`src/rtl/tmr_pkg.sv`:
```
package tmr_pkg;

    // Cause codes: the value is the two flag bits of the status byte
    typedef enum logic [1:0] {
        CAUSE_NONE    = 2'b00,
        CAUSE_ELAPSED = 2'b01,
        CAUSE_OVF     = 2'b10,
        CAUSE_LATE    = 2'b11
    } cause_e;

    typedef enum logic [1:0] {
        ST_IDLE  = 2'b00,
        ST_ARMED = 2'b01,
        ST_REQ   = 2'b10
    } tmr_state_e;

endpackage

```
`src/rtl/tmr_elapsed.sv`:
```
module tmr_elapsed #(
    parameter int TIME_W = 12
) (
    input  logic              clk,
    input  logic              rst_n,
    input  logic              tick_i,
    input  logic              zero_i,
    output logic [TIME_W-1:0] time_o,
    output logic              of_o
);
    localparam logic [TIME_W:0]   STEP_X = (TIME_W+1)'(1);
    localparam logic [TIME_W-1:0] STEP   = TIME_W'(1);

    logic [TIME_W-1:0] time_q;
    logic              of_q;
    logic [TIME_W:0]   sum;

    assign sum = {1'b0, time_q} + STEP_X;

    always_ff @(posedge clk or negedge rst_n) begin
        if (!rst_n) begin
            time_q <= '0;
            of_q   <= 1'b1;
        end else if (zero_i) begin
            time_q <= '0;
            of_q   <= 1'b0;
        end else if (tick_i) begin
            time_q <= sum[TIME_W-1:0];
            if (sum[TIME_W]) of_q <= 1'b1;
        end
    end

    assign time_o = time_q;
    assign of_o   = of_q;


    step_chk: assert property (@(posedge clk) disable iff (!rst_n)
        (tick_i && !zero_i) |=> (time_q == $past(time_q) + STEP));


    carry_of_chk: assert property (@(posedge clk) disable iff (!rst_n)
        (tick_i && !zero_i && (&time_q)) |=> (of_q && time_q == '0));


    new_ref_chk: assert property (@(posedge clk) disable iff (!rst_n)
        zero_i |=> (time_q == '0 && !of_q));


    hold_chk: assert property (@(posedge clk) disable iff (!rst_n)
        (!tick_i && !zero_i) |=> ($stable(time_q) && $stable(of_q)));

endmodule

```
`src/rtl/tmr_cause.sv`:
```
module tmr_cause
    import tmr_pkg::*;
#(
    parameter int TIME_W = 12
) (
    input  logic [TIME_W-1:0] time_i,
    input  logic [TIME_W-1:0] intv_i,
    input  logic              of_i,
    output cause_e            cause_o
);
    always_comb begin
        if (of_i)                 cause_o = CAUSE_OVF;
        else if (time_i > intv_i) cause_o = CAUSE_LATE;
        else if (time_i == intv_i) cause_o = CAUSE_ELAPSED;
        else                      cause_o = CAUSE_NONE;
    end
endmodule

```
`src/rtl/tmr_evcount.sv`:
```
module tmr_evcount #(
    parameter int CNT_W = 4
) (
    input  logic             clk,
    input  logic             rst_n,
    input  logic             bump_i,
    output logic [CNT_W-1:0] cnt_o
);
    localparam logic [CNT_W-1:0] STEP = CNT_W'(1);

    logic [CNT_W-1:0] cnt_q;

    always_ff @(posedge clk or negedge rst_n) begin
        if (!rst_n)      cnt_q <= '0;
        else if (bump_i) cnt_q <= cnt_q + STEP;
    end

    assign cnt_o = cnt_q;


    cnt_wrap_chk: assert property (@(posedge clk) disable iff (!rst_n)
        (bump_i && (&cnt_q)) |=> (cnt_q == '0));


    cnt_hold_chk: assert property (@(posedge clk) disable iff (!rst_n)
        !bump_i |=> $stable(cnt_q));

endmodule

```
`src/rtl/tick_interval_timer.sv`:
```
module tick_interval_timer
    import tmr_pkg::*;
#(
    parameter int TIME_W = 12,
    parameter int CNT_W  = 4,
    localparam int DW     = TIME_W + 4,
    localparam int STAT_W = CNT_W + 4
) (
    input  logic              clk,
    input  logic              rst_n,
    input  logic              tick_i,
    input  logic              wr_en_i,
    input  logic [DW-1:0]     wr_data_i,
    output logic [DW-1:0]     rd_data_o,
    output logic              irq_req_o,
    input  logic              irq_ack_i,
    output logic [STAT_W-1:0] status_o
);
    localparam int M_BIT = DW - 1;
    localparam int N_BIT = DW - 2;

    tmr_state_e        st_q, st_nxt;
    cause_e            cause_now, cause_q;
    logic [TIME_W-1:0] intv_q;
    logic              rep_q;
    logic [TIME_W-1:0] time_w;
    logic              of_w;
    logic [CNT_W-1:0]  cnt_w;
    logic              fire, zero_ref, armed_flag;
    logic              spare_unused;

    assign spare_unused = ^wr_data_i[DW-3 -: 2];

    tmr_elapsed #(.TIME_W(TIME_W)) u_elapsed (
        .clk(clk), .rst_n(rst_n), .tick_i(tick_i), .zero_i(zero_ref),
        .time_o(time_w), .of_o(of_w)
    );

    tmr_cause #(.TIME_W(TIME_W)) u_cause (
        .time_i(time_w), .intv_i(intv_q), .of_i(of_w), .cause_o(cause_now)
    );

    tmr_evcount #(.CNT_W(CNT_W)) u_count (
        .clk(clk), .rst_n(rst_n), .bump_i(fire), .cnt_o(cnt_w)
    );

    // evaluation only while armed and not in a write cycle
    assign fire     = (st_q == ST_ARMED) && !wr_en_i && (cause_now != CAUSE_NONE);
    assign zero_ref = (wr_en_i && wr_data_i[M_BIT]) ||
                      (fire && cause_now == CAUSE_ELAPSED);

    // next-state logic
    always_comb begin
        st_nxt = st_q;
        unique case (st_q)
            ST_IDLE: begin
                if (wr_en_i) st_nxt = ST_ARMED;
            end
            ST_ARMED: begin
                if (wr_en_i)   st_nxt = ST_ARMED;
                else if (fire) st_nxt = ST_REQ;
            end
            ST_REQ: begin
                if (wr_en_i)
                    st_nxt = ST_ARMED;
                else if (irq_ack_i)
                    st_nxt = (cause_q == CAUSE_ELAPSED && rep_q) ? ST_ARMED : ST_IDLE;
            end
            default: st_nxt = ST_IDLE;
        endcase
    end

    // state register
    always_ff @(posedge clk or negedge rst_n) begin
        if (!rst_n) st_q <= ST_IDLE;
        else        st_q <= st_nxt;
    end

    // programmed interval, mode and latched cause
    always_ff @(posedge clk or negedge rst_n) begin
        if (!rst_n) begin
            intv_q  <= '0;
            rep_q   <= 1'b0;
            cause_q <= CAUSE_NONE;
        end else begin
            if (wr_en_i) begin
                intv_q <= wr_data_i[TIME_W-1:0];
                rep_q  <= wr_data_i[N_BIT];
            end
            if (fire) cause_q <= cause_now;
        end
    end

    // outputs
    always_comb begin
        irq_req_o  = (st_q == ST_REQ);
        armed_flag = (st_q == ST_ARMED) ||
                     ((st_q == ST_REQ) && (cause_q != CAUSE_ELAPSED || rep_q));
        rd_data_o  = {of_w, armed_flag, 2'b00, time_w};
        status_o   = {cause_q, 2'b00, cnt_w};
    end


    req_hold_chk: assert property (@(posedge clk) disable iff (!rst_n)
        (irq_req_o && !irq_ack_i && !wr_en_i) |=> irq_req_o);


    status_stable_chk: assert property (@(posedge clk) disable iff (!rst_n)
        (irq_req_o && !irq_ack_i && !wr_en_i) |=> $stable(status_o));


    wr_cancel_chk: assert property (@(posedge clk) disable iff (!rst_n)
        wr_en_i |=> (!irq_req_o && rd_data_o[N_BIT]));


    cnt_step_chk: assert property (@(posedge clk) disable iff (!rst_n)
        $rose(irq_req_o) |-> (status_o[CNT_W-1:0] == $past(status_o[CNT_W-1:0]) + CNT_W'(1)));


    code_valid_chk: assert property (@(posedge clk) disable iff (!rst_n)
        irq_req_o |-> (status_o[STAT_W-1 -: 2] != 2'b00));


    err_disarm_chk: assert property (@(posedge clk) disable iff (!rst_n)
        (irq_req_o && irq_ack_i && !wr_en_i && status_o[STAT_W-1]) |=>
            (!rd_data_o[N_BIT] && !irq_req_o));

endmodule

```
`config.mk`:
```
export PLATFORM = sky130hd
export DESIGN_NAME = tick_interval_timer
export DESIGN_NICKNAME = d
export VERILOG_FILES = /design/src/rtl/tmr_pkg.sv /design/src/rtl/tmr_elapsed.sv /design/src/rtl/tmr_cause.sv /design/src/rtl/tmr_evcount.sv /design/src/rtl/tick_interval_timer.sv
export SDC_FILE = /design/constraint.sdc
export NUM_CORES = 1
export LEC_CHECK = 0
export ABC_AREA = 1
export CORE_UTILIZATION = 45
export DETAILED_ROUTE_END_ITERATION = 8
export PLACE_DENSITY = 0.77
export SETUP_SLACK_MARGIN = 0.4
export SYNTH_ARGS = -nofsm -noshare
export SYNTH_HDL_FRONTEND = slang
export SYNTH_SLANG_ARGS = --single-unit
```
`constraint.sdc`:
```
create_clock -name clk -period 3.9 [get_ports clk]
set_input_delay 0.585 -clock clk [delete_from_list [all_inputs] [get_ports clk]]
set_output_delay 0.585 -clock clk [all_outputs]
set_load 0.01 [all_outputs]
```
Word level (Yosys, flattened, before mapping) --
Index checks and enable logic that the tools add are counted.
Word-level totals: bits of input ports 21, word-level logic and storage cells 50, output and inout port bits 25, register bits 34
Operators by class: magnitude comparators 1, add/sub/neg operators 2, muxes and demuxes 15, reduce and logical (&&, ||, !) cells 16, equal/unequal tests 9
Operator list (number):
- $mux W12 | 2
- $mux W2 | 7
- $add A12 B1 Y13 const B | 1
- $eq A12 B12 Y1 | 1
- $gt A12 B12 Y1 | 1
- $eq A2 B1 Y1 const B | 3
- $logic_and A1 B1 Y1 | 6
- $pmux W2 S3 | 1
- $reduce_bool A2 Y1 | 3
- $mux W1 | 5
- $add A4 B1 Y4 const B | 1
- $logic_or A1 B1 Y1 | 3
- $ne A3 B2 Y1 const B | 1
- $ne A3 B3 Y1 const B | 1
- $reduce_and A3 Y1 | 1
- $eq A2 B2 Y1 const B | 1
- $logic_not A2 Y1 | 1
- $ne A2 B1 Y1 const B | 1
- $ne A2 B2 Y1 const B | 1
- $reduce_and A2 Y1 | 1
- $logic_not A1 Y1 | 1

Longest topological paths before layout --
Gate-level depths: netlist (run 1).
depth after elaboration 10, depth in mapped cells 12

Hierarchy --
Synthesis (run 1) repeated with hierarchy kept, for this count alone.
Unflattened totals: cell total of the unflattened synthesis 277, area, all modules 2048.2 µm²
By module, submodules not included:
- tick_interval_timer | area an instance 793.3 µm², seq. area each 425.4 µm², cells an instance 102, times used 1
- tmr_elapsed | area an instance 699.4 µm², seq. area each 326.6 µm², cells an instance 88, times used 1
- tmr_cause | area an instance 377.9 µm², seq. area each 0.0 µm², cells an instance 68, times used 1
- tmr_evcount | area an instance 177.7 µm², seq. area each 100.1 µm², cells an instance 19, times used 1

Worst setup path after synthesis (run 1) --
OpenSTA, ideal clock, no wires.
path type register to register, from reg u_elapsed.time_q[9] (netlist: u_elapsed.time_o[9]), to reg u_count.cnt_q[0] (netlist: u_count.cnt_o[0]), data required time 3.782 ns, cell stages (with the launch flop) 10, library setup time 0.118 ns, arrival time 1.491 ns, setup slack 2.291 ns, period minus slack after synthesis 1.609 ns, path through dfrtp_1 > ha_1 > nand2_1 > inv_1 > nand2_1 > inv_1 > a21oi_1 > nand4_1 > nand3_1 > nand2_1
Between the ends: cells in the longest elaborated chain, start to end 6, elaborated cells on any way between the ends 7, those cells by class 1 x order compare; 1 x eq/ne; 3 x mux; 2 x reduce/logical
RTL lines:
- from (decl) | RTL line tmr_elapsed.sv:14 | logic [TIME_W-1:0] time_q;
- from (signal assigned) | RTL line tmr_elapsed.sv:28 | time_q <= sum[TIME_W-1:0];
- parallel branches: the longest is 2 deep, another holds $gt A12 B12 Y1
- $mux W2 (*) | RTL line tmr_cause.sv:13 | else if (time_i > intv_i) cause_o = CAUSE_LATE;
- $mux W2 (*) | RTL line tmr_cause.sv:12 | if (of_i) cause_o = CAUSE_OVF;
- $reduce_bool A2 Y1 (*) | RTL line tick_interval_timer.sv:48 | assign fire = (st_q == ST_ARMED) && !wr_en_i && (cause_now != CAUSE_NONE);
- $logic_and A1 B1 Y1 (*) | RTL line tick_interval_timer.sv:48
- to (signal assigned) | RTL line tmr_evcount.sv:15 | else if (bump_i) cnt_q <= cnt_q + STEP;
- to (decl) | RTL line tmr_evcount.sv:11 | logic [CNT_W-1:0] cnt_q;
Mark *: on every way between the ends. A chain may end at the register's enable or synchronous reset.

Final worst setup path (run 1) --
from reg st_q[1], to out rd_data_o[14]
Between the ends: cells in the longest elaborated chain, start to end 3, elaborated cells on any way between the ends 4, those cells by class 2 x eq/ne; 2 x reduce/logical
RTL lines:
- from (decl) | RTL line tick_interval_timer.sv:22 | tmr_state_e st_q, st_nxt;
- from (signal assigned) | RTL line tick_interval_timer.sv:76 | else st_q <= st_nxt;
- $eq A2 B2 Y1 | RTL line tick_interval_timer.sv:98 | ((st_q == ST_REQ) && (cause_q != CAUSE_ELAPSED || rep_q));
- $logic_and A1 B1 Y1 | RTL line tick_interval_timer.sv:98
- $logic_or A1 B1 Y1 (*) | RTL line tick_interval_timer.sv:97 | armed_flag = (st_q == ST_ARMED) ||
- to (decl) | RTL line tick_interval_timer.sv:14 | output logic [DW-1:0] rd_data_o,
Mark *: on every way between the ends. The rest lies on a longest branch, timed or not.

==> impl_metrics.ini, run 1 <==
[synthesis]
ys_top_cells_by_area = dfrtp_1 42%, nand2_1 12%, ha_1 8.9%
synth_top_area_share_pct = 41.93
syn_area_sq_mm = 0.001969
synth_top_area_cell = dfrtp_1
synth_cells = 237
synth-warning-count = 0
synth_seq_area_share_pct = 43.27
ys_seq_elements = 34
syn_avg_cell_area_sq_um = 8.310
ys_types = 27

[clock_network]
ctsResizeCount = 0
cts_hold_buf = 0
cts_tree = yes
root_buffer = clkbuf_8
cts_buffers = 5
clk_pin_slew_worst_paths_ns = 0.07
clock_sinks = 34
post_cts_buffers = 0
cts_htree_levels = 2
cts_buffer_depth = 2
clk_latency_ns = 0.29

[run_status]
status = finished clean

[grt]
grt_max_degree = 35
grt_use_met3_pct = 6.167
gr-usage-met1_pct = 25.47
antenna_found_initial = 0
use_met2_pct = 33.58
grt_pass1_wl_mm = 6.927
top_usage_layer = met2
grt_pass1_vias = 1543
grt_usage_pct = 20.67
gr-total-overflow = 0

[critical_path]
required_ns = 3.31
endpoint_kind = output pin
r2r-start = u_elapsed.time_o[9]
r2r_end = u_count.cnt_o[3]
startpoint_type = register
critPathMaxFanout = 4
max_stage_delay_ns = 0.55
crit_slowest_cell = clkdlybuf4s50_1
path_cells = inv_1 -> nor2_1 -> o21ai_0 -> o21ai_0 -> clkdlybuf4s50_1
reg2regPathDepth = 9
reg2reg_setup_slack_ns = 2.07
crit_path_frequent_cell = o21ai_0
arrival_ns = 1.64
criticalPathCategory = reg2out

[hold_path]
worstHoldStart = intv_q[0]
worstHoldEndpoint = intv_q[0]
min_path_cells = 2
hp-class = reg2reg

[floorplan]
die_area_sq_mm = 0.004645
io_pins = 46
start_util_pct = 48.19
core.rowCount = 23
die_h_um = 68.16
coreArea_sq_mm = 0.004086
die_x_um = 68.16

[finish]
drive_gt1_share_pct = 10.39
final_core_util_pct = 60.41
antenna_cells = 0
layout.nets = 313
syn2layout_area_growth_pct = 25.35

[sta]
hold_viol = 0
fin_crit_sh_pct = 57.08
setup-violations-final = 0
finalMaxSlewViolations = 0
fmax_ghz = 0.4492
rsz0062_at_grt = false
layout_min_cycle_time_ns = 2.226
tns_ns = 0
worst_hold_slack_ns = 0.4939
skew_ns = 0.007204

[placement]
gp_congestion = 0.8373
portBuffers = 39
dp_hpwl_mm = 2.887

[drt]
drt_first_pass_iters = 4
totalWireLength_mm = 4.002
drcViolationCount = 0
wire_per_inst_um = 12.16
drtIter0Drc = 68
drt-vias-per-instance = 4.906
vias = 1614
ant_nets = 0

[power]
leakage_nw = 1.207
power_density_mw_per_mm2 = 373.0
vdd_ir_drop_max_uv = 201.2

[flow_run]
maxCapViolations = 0
## cell usage after synthesis
cell      number
o211ai_1       1
nand4_1        4
inv_1         30
nor2_4         2
dfstp_2        1
buf_4          7
o21ai_0       16
nand2_2        2
dfrtp_1       33
buf_6          1
or2_2          1
nor3b_1        1
a21oi_1        9
inv_2          3
nand4_4        1
conb_1         1
nand3_2        2
xor2_1         5
nor2_1        12
clkbuf_1       2
ha_1          14
nand3_1       13
a31oi_1        1
nand2_1       61
xnor2_1        6
nor3_2         1
nor2_2         7
## logic make-up (layout without fill, tap and decap cells)
group,after synthesis,in the layout,share of synthesized area [%]
xor gates and xnor gates,11,11,4.892
adders and majority gates,14,14,8.895
DFF,34,34,43.27
other,1,4,0.1904
buffers and inverters,43,82,9.911
and+or+nand+nor,107,107,25.79
AOI/OAI and AO/OA,27,27,7.052
## cell usage in the layout (no fill, tap or decap)
| cell | n |
|---|---|
| nand4_4 | 1 |
| xnor2_1 | 6 |
| nand2_1 | 61 |
| a31oi_1 | 1 |
| nor2_1 | 12 |
| or2_2 | 1 |
| dfstp_2 | 1 |
| inv_2 | 3 |
| nand4_1 | 4 |
| inv_1 | 30 |
| clkbuf_1 | 1 |
| o211ai_1 | 1 |
| buf_4 | 2 |
| nand2_2 | 2 |
| xor2_1 | 5 |
| nor2_4 | 2 |
| ha_1 | 14 |
| dfrtp_1 | 33 |
| clkinv_2 | 1 |
| a21oi_1 | 9 |
| clkdlybuf4s50_1 | 39 |
| nor2_2 | 7 |
| nor3b_1 | 1 |
| nor3_2 | 1 |
| nand3_2 | 2 |
| nand3_1 | 13 |
| o21ai_0 | 16 |
| clkbuf_8 | 6 |
| conb_1 | 4 |
## state kept, by name (all words and copies together) (netlist names)
register / flops
u_elapsed.of_o: 1
rep_q: 1
cause_q: 2
u_elapsed.time_o: 12
st_q: 2
u_count.cnt_o: 4
intv_q: 12
## stage by stage
stage	cells	total power [mW]	setup WS [ns]	area (sq um)
finish	329	0.9209	1.674	2469
global route	329	0.9859	1.514	2469
CTS	329	0.9279	1.664	2469
detailed placement	321	0.6577	1.770	2377
global placement	321	0.6475	1.822	2377
floorplan	240	0.5543	2.291	1981
## critical path: cells and delay by family, from the launching register on
family	cells	cell delay [ns]
buffers and inverters	2	0.64
and+or+nand+nor	1	0.15
DFF	1	0.39
AOI/OAI and AO/OA	2	0.18
## per-layer routing
layer / up-vias / routed length, um
met3: 7 / 219
li1: 822 / -
met5: - / 0
met2: 40 / 1839
met1: 745 / 1873
met4: 0 / 70
## where the power goes
| group | leakage [nW] | internal [mW] | switching (mW) |
|---|---|---|---|
| Clock | 0.0482 | 0.142 | 0.128 |
| Combinational | 0.725 | 0.110 | 0.111 |
| Sequential | 0.433 | 0.391 | 0.0384 |
| Total | 1.21 | 0.643 | 0.278 |
## final cells by class
cell class,instances,area (sq um)
Fill cell,366,1618
Multi-Input combinational cell,163,933.4
Sequential cell,34,852.1
Timing Repair Buffer,41,405.4
Inverter,33,123.9
Clock buffer,7,86.33
Tap cell,50,62.56
Clock inverter,1,5.005
## worst max path at each step
stage | start | endpoint | cells after the start
2_1_floorplan | u_elapsed.time_o[9] | u_count.cnt_o[0] | 9
3_3_place_gp | tick_i | u_elapsed.time_o[8] | 7
3_5_place_dp | tick_i | u_elapsed.time_o[8] | 7
4_1_cts | st_q[1] | rd_data_o[14] | 5
5_1_grt | st_q[1] | rd_data_o[14] | 5
6_report | st_q[1] | rd_data_o[14] | 5
(Power assumes the default switching activity.)
==> run 2, diff against run 1 <==
Settings changed: PLACE_DENSITY 0.77 to 0.8.
Clock period 3.9 ns to 1.9 ns, I/O delays scaled along.
==> run 2 against run 1 <==
Against the previous run: global-route usage up 1.5 points; setup slack worse by 1.4 ns; clock-buffer cell count unchanged; first-iteration DRC count down 4.4%; total power up 120%; cell area up 15%; clock power up 110%; sequential power up 100%; combinational power rose to 2.6 times the previous value; final cell count up 7.6%; critical path depth up 1; sequential cell count unchanged; largest cell class unchanged; largest power group unchanged.
==> impl_metrics.ini, run 2 (synthesis gave the netlist of run 1 again) <==
[run_status]
status = finished clean

[power]
leakage_nw = 1.438
power_mw = 1.994
power_density_mw_per_mm2 = 701.7
vdd_ir_drop_max_uv = 538.7

[clock_network]
root_buffer = clkbuf_8
clock_sinks = 34
clk_pin_slew_worst_paths_ns = 0.07
cts_buffers = 5
cts_tree = yes
clk_latency_ns = 0.30
cts_hold_buf = 0
cts_htree_levels = 2
cts_buffer_depth = 2

[critical_path]
required_ns = 2.08
path_cells = ha_4 -> nand4_1 -> nor2_4 -> nand4_4 -> nand2_4 -> nor2_2
cp_top_family = simple AND/OR/NAND/NOR gates
startpoint_type = register
timing.critical_path.buf_inv = 0
arrival_ns = 1.85
critPathMaxFanout = 8
crit_slowest_cell = dfrtp_2
max_stage_delay_ns = 0.45
endpoint_kind = register
criticalPathCategory = reg2reg

[sta]
finalMaxSlewViolations = 0
fin_crit_sh_pct = 87.49
rsz0062_at_grt = true
setup_ws_ns = 0.2376
tns_ns = 0
worst_hold_slack_ns = 0.4023
fmax_ghz = 0.6015
skew_ns = 0.009908
hold_viol = 0
setup-violations-final = 0
layout_min_cycle_time_ns = 1.662

[placement]
portBuffers = 39
post_dp_cell_area_sq_mm = 0.002452
placed_cells = 322
gp_congestion = 0.7888
place_ws_ns = 0.1140
dp_hpwl_mm = 2.881

[finish]
final_cells = 354
multi_input_area_sq_mm = 0.001137
final_core_util_pct = 69.53
antenna_cells = 0
num-fill-cells = 321
layout_common_cells = 52 x nand2_1, 26 x buf_4, 25 x dfrtp_1, 19 x inv_1, 19 x clkdlybuf4s50_1
design_area_sq_mm = 0.002841
drive_gt1_share_pct = 34.21
layout_commonest_cell = nand2_1
area.sequential_sq_um = 862.1
syn2layout_area_growth_pct = 44.28
layout.nets = 338

[hold_path]
hp-class = in2async

[drt]
drt-vias-per-instance = 4.966
drcViolationCount = 0
drtIter0Drc = 65
drt_first_pass_iters = 4
ant_nets = 0
wire_per_inst_um = 13.41
vias = 1758
totalWireLength_mm = 4.747

[grt]
grt_pass1_vias = 1662
grt_usage_pct = 22.15
grt_max_degree = 35
gr-total-overflow = 0
grt_pass1_wl_mm = 7.417
antenna_found_initial = 0

[floorplan]
io_pins = 46
core.rowCount = 23
start_util_pct = 48.19
die_area_sq_mm = 0.004645
die_x_um = 68.16
coreArea_sq_mm = 0.004086
die_h_um = 68.16

[flow_run]
maxCapViolations = 0
-- run 2: worst paths after layout --
kind	start	endpoint	slack, ns	cells after the start
max	u_elapsed.time_o[5]	u_elapsed.time_o[11]	0.24	6
min	rst_n	intv_q[6]	0.40	2
max reg2reg	u_elapsed.time_o[5]	u_elapsed.time_o[11]	0.24	6
min reg2reg	intv_q[0]	intv_q[0]	0.49	2
max in group asynchronous	rst_n	u_elapsed.time_o[2]	1.16	2
min in group clk	intv_q[0]	intv_q[0]	0.49	2
-- run 2: layout make-up --
type                       count  area share (%)
multi-input combinational    164           40.03
sequential                    34           30.34
timing repair buffer          65           19.86
inverter                      33           4.359
clock buffer                   7           3.038
tap                           50           2.202
clock inverter                 1          0.1761
-- run 2: report_power, final --
group	total, mW	internal, mW	switching [mW]
combinational	0.568	0.265	0.304
sequential	0.866	0.804	0.0622
clock	0.560	0.292	0.267
-- run 2: routing by layer --
| layer | share of wire [%] | GRT usage (%) | vias up |
|---|---|---|---|
| met2 | 50 | 38.36 | 45 |
| met4 | 1.6 | 9.375 | 0 |
| li1 | - | - | 876 |
| met5 | 0 | 0 | - |
| met1 | 44 | 26.70 | 830 |
| met3 | 3.7 | 4.000 | 7 |
-- run 2: repair_timing --
item,in CTS,in global routing
gates cloned,1,0
endpoints found under the setup margin,41,25
pin swaps,18,15
buffers inserted,18,5
gates resized for setup,45,21
==> run 3, diff against run 2 <==
Settings changed: REMOVE_ABC_BUFFERS from default to 1.
==> run 3 against run 2 <==
Against the previous run: die area unchanged; global-route usage rose by 0.15 points; first-iteration DRC count fell by 9.2%; clock-buffer cell count shrank 2; hold slack lost 0.010 ns; sequential power rose by 1%; cell area decreased by 2.0%; critical path depth stayed put; highest routed layer unchanged.
==> impl_metrics.ini, run 3 (synthesis gave the netlist of run 1 again) <==
[run_status]
status = finished clean

[floorplan]
coreArea_sq_mm = 0.004086
io_pins = 46
die_h_um = 68.16
die_x_um = 68.16
core.rowCount = 23
die_area_sq_mm = 0.004645
start_util_pct = 48.19

[power]
vdd_ir_drop_max_uv = 586.6
power_mw = 2.098
intPower_mw = 1.445
p_sw_share_pct = 31.14
leakage_nw = 1.405
power_density_mw_per_mm2 = 753.2
power_frac_seq_pct = 41.7
p_comb_share_pct = 26.7
p_switching_mw = 0.6532
clkPwrFrac_pct = 31.6

[hold_path]
hp-class = in2async

[critical_path]
required_ns = 2.09
crit_slowest_cell = dfrtp_1
critPathMaxFanout = 8
timing.critical_path.buf_inv = 0
max_stage_delay_ns = 0.42
cp.depth = 6
cp-endpoint = u_elapsed.time_o[4]
path_cells = ha_4 -> nand4_1 -> nor2_4 -> nand4_4 -> nand2_8 -> nor3b_2
criticalPathCategory = reg2reg
reg2regPathDepth = 6
startpoint = u_elapsed.time_o[6]
r2r_end = u_elapsed.time_o[4]
reg2reg_setup_slack_ns = 0.23
r2r-start = u_elapsed.time_o[6]
arrival_ns = 1.86
endpoint_kind = register
startpoint_type = register
cp_top_family = simple AND/OR/NAND/NOR gates

[finish]
layout_common_cells = 49 x nand2_1, 33 x dfrtp_1, 19 x clkdlybuf4s50_1, 19 x dlygate4sd2_1, 18 x buf_4
layout_commonest_cell = nand2_1
antenna_cells = 0
drive_gt1_share_pct = 31.31
num-fill-cells = 322
layout.nets = 331
syn2layout_area_growth_pct = 41.42

[grt]
grt_pass1_wl_mm = 7.527
grt_usage_pct = 22.30
gr-total-overflow = 0
grt_max_degree = 35
antenna_found_initial = 0
grt_pass1_vias = 1701

[sta]
setup-violations-final = 0
rsz0062_at_grt = true
tns_ns = 0
hold_viol = 0
worst_hold_slack_ns = 0.3919
fin_crit_sh_pct = 88.15
layout_min_cycle_time_ns = 1.675
fmax_ghz = 0.5971
finalMaxSlewViolations = 0
skew_ns = 0.008089
setup_ws_ns = 0.2252

[placement]
portBuffers = 39
gp_congestion = 0.7769
dp_hpwl_mm = 2.839
place_ws_ns = 0.09738

[drt]
wire_per_inst_um = 13.37
drcViolationCount = 0
drtIter0Drc = 59
drt_first_pass_iters = 4
drt-vias-per-instance = 5.052
ant_nets = 0
vias = 1753
totalWireLength_mm = 4.640

[flow_run]
maxCapViolations = 0

[clock_network]
cts_tree = yes
cts_htree_levels = 2
cts_hold_buf = 0
root_buffer = clkbuf_8
clk_pin_slew_worst_paths_ns = 0.07
clk_latency_ns = 0.30
cts_buffers = 5
clock_sinks = 34
cts_buffer_depth = 2
run 3: final cells by class:
type                            count  area [sq um]  share of cell area (%)
Inverter                           33         123.9                   4.447
Multi-Input combinational cell    164          1130                   40.57
Timing Repair Buffer               58         508.0                   18.24
Tap cell                           50         62.56                   2.246
Clock inverter                      3         40.04                   1.438
Clock buffer                        5         68.82                   2.471
Sequential cell                    34         852.1                   30.59
run 3: worst reg2reg max path: stages (launching register included):
cell	delay [ns]
dfrtp_1	0.42
ha_4	0.28
nand4_1	0.16
nor2_4	0.20
nand4_4	0.25
nand2_8	0.19
nor3b_2	0.06
run 3: metrics by stage:
stage | instance area, sq um | util, % | cells
2_1_floorplan | 1909 | - | 230
3_3_place_gp | 2422 | 59.28 | 327
3_5_place_dp | 2422 | 59.28 | 327
4_1_cts | 2691 | 65.86 | 343
5_1_grt | 2785 | 68.16 | 347
6_report | 2785 | 68.16 | 347
run 3: repair_timing:
| item | in CTS | in global routing |
|---|---|---|
| cloned | 1 | 0 |
| buffers inserted | 7 | 4 |
| resized for setup | 50 | 26 |
| pin swaps | 23 | 16 |
| setup endpoints to repair | 41 | 22 |
run 3: worst min-delay path by stage:
stage | endpoint | slack [ns] | cells after the start | startpoint
after floorplan | cause_q[0] | -0.01 | 0 | rst_n
after global placement | intv_q[0] | 0.47 | 2 | intv_q[0]
after detailed placement | intv_q[0] | 0.47 | 2 | intv_q[0]
after CTS | u_elapsed.time_o[7] | 0.41 | 2 | rst_n
after global routing | u_elapsed.time_o[7] | 0.43 | 2 | rst_n
final | intv_q[3] | 0.39 | 2 | rst_n
run 3: power by group through the flow:
stage	sequential [mW]	clock, mW	combinational, mW
CTS	0.872	0.669	0.489
finish	0.875	0.663	0.559
global placement	0.886	0	0.443
floorplan	0.900	0	0.215
global route	0.884	0.709	0.621
detailed placement	0.889	0	0.457
run 3: per-layer routing:
layer | up-vias | part of all wire (%) | track usage, %
li1 | 867 | - | -
met1 | 824 | 41 | 27.30
met2 | 49 | 52 | 37.62
met3 | 13 | 4.6 | 5.667
met4 | 0 | 2.6 | 8.073
met5 | - | 0 | 0
